### config.mk
export PLATFORM = sky130hd
export DESIGN_NAME = wdt_prewarn_top
export DESIGN_NICKNAME = d
export VERILOG_FILES = /design/src/rtl/wdt_pkg.sv /design/src/rtl/wdt_prescaler.sv /design/src/rtl/wdt_counter.sv /design/src/rtl/wdt_fsm.sv /design/src/rtl/wdt_prewarn_top.sv
export SDC_FILE = /design/constraint.sdc
export NUM_CORES = 1
export LEC_CHECK = 0
export ABC_AREA = 1
export BUFFER_PORTS_ARGS = -buffer_cell sky130_fd_sc_hd__buf_4
export CAP_MARGIN = 20
export CELL_PAD_IN_SITES_DETAIL_PLACEMENT = 0
export CELL_PAD_IN_SITES_GLOBAL_PLACEMENT = 1
export CORE_MARGIN = 2
export CORE_UTILIZATION = 47
export CTS_CLUSTER_SIZE = 12
export DETAILED_ROUTE_END_ITERATION = 7
export GPL_ROUTABILITY_DRIVEN = 1
export PLACE_DENSITY_LB_ADDON = 0.05
export SLEW_MARGIN = 5
export SYNTH_ARGS = -nofsm -noshare
export SYNTH_HDL_FRONTEND = slang
export SYNTH_SLANG_ARGS = --single-unit
### constraint.sdc
create_clock -name clk -period 3.3 [get_ports clk]
set_input_delay 0.99 -clock clk [delete_from_list [all_inputs] [get_ports clk]]
set_output_delay 0.99 -clock clk [all_outputs]
set_load 0.05 [all_outputs]
### src/rtl/wdt_pkg.sv
package wdt_pkg;
    typedef enum logic [1:0] {
        ST_DISABLED   = 2'd0,
        ST_NORMAL     = 2'd1,
        ST_PREWARNING = 2'd2,
        ST_RESET_REQ  = 2'd3
    } wd_state_t;
endpackage

### src/rtl/wdt_prescaler.sv
module wdt_prescaler #(
    parameter int DIV_FAST = 2,
    parameter int DIV_SLOW = 128
) (
    input  logic clk,
    input  logic rst_n,
    input  logic run,
    input  logic restart,
    input  logic sel,
    output logic tick
);
    localparam int PW = (DIV_SLOW > 2) ? $clog2(DIV_SLOW) : 1;

    logic [PW-1:0] pcnt;
    logic [PW-1:0] limit;

    assign limit = sel ? PW'(DIV_SLOW - 1) : PW'(DIV_FAST - 1);
    assign tick  = run && (pcnt >= limit);

    always_ff @(posedge clk or negedge rst_n) begin
        if (!rst_n) begin
            pcnt <= '0;
        end else if (restart) begin
            pcnt <= '0;
        end else if (run) begin
            pcnt <= tick ? '0 : pcnt + 1'b1;
        end
    end

    // a stopped prescaler keeps its phase
    assert_presc_hold_R9: assert property (@(posedge clk) disable iff (!rst_n)
        (!run && !restart) |=> $stable(pcnt));
endmodule

### src/rtl/wdt_counter.sv
module wdt_counter
    import wdt_pkg::*;
#(
    parameter int                 CW            = 16,
    parameter int                 RW            = 8,
    parameter logic [CW-1:0]      PREWARN_TICKS = 16'h3000
) (
    input  logic          clk,
    input  logic          rst_n,
    input  wd_state_t     state,
    input  logic          tick,
    input  logic          refresh,
    input  logic [RW-1:0] reload,
    output logic          overflow,
    output logic          expire
);
    localparam int LW = CW - RW;

    logic [CW-1:0] cnt;
    logic [CW-1:0] load_val;

    assign load_val = {reload, {LW{1'b0}}};
    assign overflow = (state == ST_NORMAL) && !refresh && tick && (&cnt);
    assign expire   = (state == ST_PREWARNING) && tick && (cnt == CW'(1));

    always_ff @(posedge clk or negedge rst_n) begin
        if (!rst_n) begin
            cnt <= '0;
        end else begin
            unique case (state)
                ST_DISABLED: cnt <= load_val;
                ST_NORMAL: begin
                    if (refresh)       cnt <= load_val;
                    else if (overflow) cnt <= PREWARN_TICKS;
                    else if (tick)     cnt <= cnt + 1'b1;
                end
                ST_PREWARNING: begin
                    if (tick && cnt != '0) cnt <= cnt - 1'b1;
                end
                ST_RESET_REQ: cnt <= cnt;
            endcase
        end
    end

    // refresh in NORMAL lands the reload image in the counter
    assert_refresh_load_R4: assert property (@(posedge clk) disable iff (!rst_n)
        (state == ST_NORMAL && refresh) |=> (cnt == $past(load_val)));

    // the window starts at its full length
    assert_window_start_R7: assert property (@(posedge clk) disable iff (!rst_n)
        overflow |=> (cnt == PREWARN_TICKS));
endmodule

### src/rtl/wdt_fsm.sv
module wdt_fsm
    import wdt_pkg::*;
(
    input  logic      clk,
    input  logic      rst_n,
    input  logic      en,
    input  logic      overflow,
    input  logic      expire,
    input  logic      nmi_clr,
    output wd_state_t state,
    output logic      nmi_flag,
    output logic      rst_req
);
    wd_state_t state_nx;

    always_comb begin
        state_nx = state;
        unique case (state)
            ST_DISABLED:   if (en) state_nx = ST_NORMAL;
            ST_NORMAL: begin
                if (!en)           state_nx = ST_DISABLED;
                else if (overflow) state_nx = ST_PREWARNING;
            end
            ST_PREWARNING: if (expire) state_nx = ST_RESET_REQ;
            ST_RESET_REQ:  state_nx = ST_RESET_REQ;
        endcase
    end

    always_ff @(posedge clk or negedge rst_n) begin
        if (!rst_n) state <= ST_DISABLED;
        else        state <= state_nx;
    end

    always_ff @(posedge clk or negedge rst_n) begin
        if (!rst_n) begin
            nmi_flag <= 1'b0;
            rst_req  <= 1'b0;
        end else begin
            if (state == ST_NORMAL && state_nx == ST_PREWARNING) nmi_flag <= 1'b1;
            else if (nmi_clr)                                     nmi_flag <= 1'b0;
            rst_req <= (state == ST_PREWARNING) && (state_nx == ST_RESET_REQ);
        end
    end

    // reset request never lasts beyond one clock
    assert_rstreq_pulse_R7: assert property (@(posedge clk) disable iff (!rst_n)
        rst_req |=> !rst_req);

    // flag holds until cleared
    assert_nmi_sticky_R6: assert property (@(posedge clk) disable iff (!rst_n)
        (nmi_flag && !nmi_clr) |=> nmi_flag);

    // prewarning only moves forward
    assert_prewarn_locked_R8: assert property (@(posedge clk) disable iff (!rst_n)
        (state == ST_PREWARNING) |=> (state == ST_PREWARNING || state == ST_RESET_REQ));

    // entering prewarning raises the interrupt
    assert_nmi_on_entry_R5: assert property (@(posedge clk) disable iff (!rst_n)
        (state == ST_PREWARNING && $past(state) == ST_NORMAL) |-> nmi_flag);
endmodule

### src/rtl/wdt_prewarn_top.sv
module wdt_prewarn_top
    import wdt_pkg::*;
#(
    parameter int            CW            = 16,
    parameter int            RW            = 8,
    parameter int            DIV_FAST      = 2,
    parameter int            DIV_SLOW      = 128,
    parameter logic [CW-1:0] PREWARN_TICKS = 16'h3000
) (
    input  logic          clk,
    input  logic          rst_n,
    input  logic          wd_en,
    input  logic          wd_suspend,
    input  logic          presc_sel,
    input  logic [RW-1:0] reload_hi,
    input  logic          refresh,
    input  logic          nmi_clr,
    output logic          nmi_flag,
    output logic          rst_req
);
    wd_state_t state;
    logic      tick;
    logic      overflow;
    logic      expire;
    logic      run;
    logic      restart;

    assign run     = (state == ST_NORMAL || state == ST_PREWARNING) && !wd_suspend;
    assign restart = (state == ST_DISABLED) || (state == ST_NORMAL && refresh);

    wdt_prescaler #(.DIV_FAST(DIV_FAST), .DIV_SLOW(DIV_SLOW)) u_presc (
        .clk     (clk),
        .rst_n   (rst_n),
        .run     (run),
        .restart (restart),
        .sel     (presc_sel),
        .tick    (tick)
    );

    wdt_counter #(.CW(CW), .RW(RW), .PREWARN_TICKS(PREWARN_TICKS)) u_cnt (
        .clk      (clk),
        .rst_n    (rst_n),
        .state    (state),
        .tick     (tick),
        .refresh  (refresh),
        .reload   (reload_hi),
        .overflow (overflow),
        .expire   (expire)
    );

    wdt_fsm u_fsm (
        .clk      (clk),
        .rst_n    (rst_n),
        .en       (wd_en),
        .overflow (overflow),
        .expire   (expire),
        .nmi_clr  (nmi_clr),
        .state    (state),
        .nmi_flag (nmi_flag),
        .rst_req  (rst_req)
    );

    // a disabled watchdog cannot overflow
    assert_no_overflow_disabled_R10: assert property (@(posedge clk) disable iff (!rst_n)
        (state == ST_DISABLED) |-> !overflow);
endmodule

==> flow_summary.toml <==
[clock_tree]
cts-hold-fix-buffers = 0
cts_inserted_buffers = 3
clock_sinks = 27
cts_repair_resize_count = 0
cts_htree_levels = 1
cts_buffer_depth = 2
clkTransAtPathRegs_ns = 0.10
cts_root_buffer = "clkbuf_8"
post_cts.repair.setup_buffers = 0
cts_tree = "done"
clk_latency_ns = 0.28

[sta]
hold_slack_ns = 0.499
setup_violations = 0
slew_headroom_pct = 63.4
tightest_slew_ns = 0.549
post-route-min-period_ns = 2.56
rsz0062_at_grt = "no"
period_share_pct = 77.7
hold_viol_final = 0
skew_ns = 0.00414
slew_violations = 0
finalSetupTns_ns = 0
max_freq_mhz = 390
setup_ws_ns = 0.736

[synth]
ys_seq_elements = 27
synth-main-ff-cell = "dfrtp_1"
synth_common_cells = "nand2_1 (100), inv_1 (50), nor2_1 (47)"
synth_top_cell_area_share_pct = 27.0
ys_seq_area_share_pct = 27.0
syn_area_per_cell_um2 = 6.46
ys_types = 34
netlist.top_cell.by_area = "dfrtp_1"
synthArstFlopShare_pct = 100
synth_edf_count = 0
ys_warn_count = 0
synth_nets = 418
yosysMostFrequentCell = "nand2_1"
syn_area_um2 = 2500
synthTopCellsByArea = "dfrtp_1 (27%), nand2_1 (15%), ha_1 (8.0%)"
synthCells = 387

[floorplanning]
coreArea_um2 = 5110
ios = 17
fp.dieH_um = 76.9
start_util_pct = 48.9
fp.dieArea_um2 = 5920
die_width_um = 76.9
rows = 26

[layout]
nets = 432
areaGrowthSynthToFinish_pct = 8.36
n_fill_cell = 564
insertedDiodeCount = 0
drive_above_1_share_pct = 9.75

[global_routing]
grt_pass1_vias = 2199
antenna_found_initial = 0
grt_pass1_wl_um = 10700
grt_max_degree = 28
grtUsageTotal_pct = 22.4
grt_overflow = 0

[power]
pwr-share-clk_pct = 8.5
totalPowerFinal_mw = 2.40
internal_power_mw = 1.06
p_per_area_nw_per_um2 = 887
p_sw_share_pct = 55.7
p_comb_share_pct = 65.7
p_seq_share_pct = 25.9
leakagePower_nw = 1.31
power.switching_mw = 1.34
irDropWorstVdd_uv = 455

[critical_path]
cp.required_ns = 3.51
crit_path_max_fanout = 17
critPathKind = "input port to flop"
critPathArrivalTime_ns = 2.78
start_kind = "input port"
endpoint_kind = "flop"

[placement]
hpwlAfterDp_um = 4670
place_ws_ns = 0.411
gp_congestion = 0.864
portBuffers = 16

[route]
drt-wirelength-per-cell_um = 13.1
drc = 0
vias = 2376
drtIter0Drc = 160
viasPerCell = 5.06
wl_um = 6140
drt_first_pass_iters = 4
postRouteAntennaNets = 0

[run_status]
status = "completed"

[min_path]
hold_path_class = "flop to flop"

[flow_run]
maxCapViolCount = 0
## cells in the final DEF (no fill, tap or decap), types with 2 or more instances in the layout
cell,instances
ha_1,16
nand4_1,3
or2_2,2
nand3_1,26
a21oi_1,18
o211ai_1,6
dfrtp_1,27
inv_1,50
o21ai_0,24
clkbuf_8,3
nor3_1,12
o21ai_1,12
inv_2,3
o22ai_1,3
nor2_4,3
nand2_1,100
buf_4,18
a31oi_1,2
nor2_1,47
xor2_1,12
nor2_2,2
## per-stage QoR
step | cells | util [%] | area, µm²
global placement | 466 | 52.1 | 2660
global route | 470 | 53.0 | 2710
finish | 470 | 53.0 | 2710
detailed placement | 466 | 52.1 | 2660
CTS | 470 | 53.0 | 2710
floorplan | 387 | - | 2500
## registers in the layout, summed over array words and instances (netlist names)
register	cells
u_presc.pcnt	7
u_fsm.rst_req	1
u_cnt.cnt	16
u_fsm.state	2
u_fsm.nmi_flag	1
## critical path, stage by stage
cell and delay [ns]:
buf_4 0.07, inv_1 0.10, ha_1 0.32, nand2_1 0.07, nor2_1 0.10, nand2_1 0.05
nand2_1 0.15, nand2_1 0.16, o21ai_2 0.19, nand2_4 0.16, nor2_4 0.22, nand3_1 0.10
o21ai_1 0.09
## area by class of cell
type                    count  area [µm²]  area share [%]
flip-flops and latches     27         676            24.9
clock inverters             1        5.00           0.185
repair buffers             18         135            4.99
inverters                  54         203            7.48
multi-input cells         297        1560            57.6
clock buffers               3        41.3            1.52
well taps                  70        87.6            3.23
## path summary, 6_finish.rpt
| kind | start | to | slack, ns | cells past startpoint |
|---|---|---|---|---|
| max in group asynchronous | rst_n | u_cnt.cnt[13] | 2.42 | 1 |
| max reg2reg | u_fsm.state[0] | u_cnt.cnt[0] | 0.88 | 11 |
| min | u_fsm.nmi_flag | u_fsm.nmi_flag | 0.50 | 2 |
| min reg2reg | u_fsm.nmi_flag | u_fsm.nmi_flag | 0.50 | 2 |
| max | presc_sel | u_cnt.cnt[0] | 0.74 | 13 |
| min in group asynchronous | rst_n | u_presc.pcnt[0] | 0.61 | 1 |
## power groups by stage
stage               sequential (mW)  clock (mW)  combinational, mW
CTS                           0.619       0.208               1.58
global route                  0.646       0.222               1.82
floorplan                     0.571           0               1.27
detailed placement            0.625           0               1.57
global placement              0.624           0               1.56
finish                        0.621       0.203               1.58
## logic make-up after synthesis
logic type               after synthesis  share of synthesized area [%]
AO/OA/AOI/OAI                         68                           14.9
AND/OR/NAND/NOR                      201                           35.4
flip-flops                            27                           27.0
adder cells (fa/ha/maj)               16                           8.01
buffers and inverters                 63                           10.5
XOR/XNOR                              12                           4.20
## routing by layer
metal / GRT usage, % / part of all wire, %
met1: 33.7 / 52
met2: 34.9 / 43
met3: 1.76 / 3.4
met4: 4.91 / 0.91
met5: 0 / 0
(Power assumes the default switching activity.)
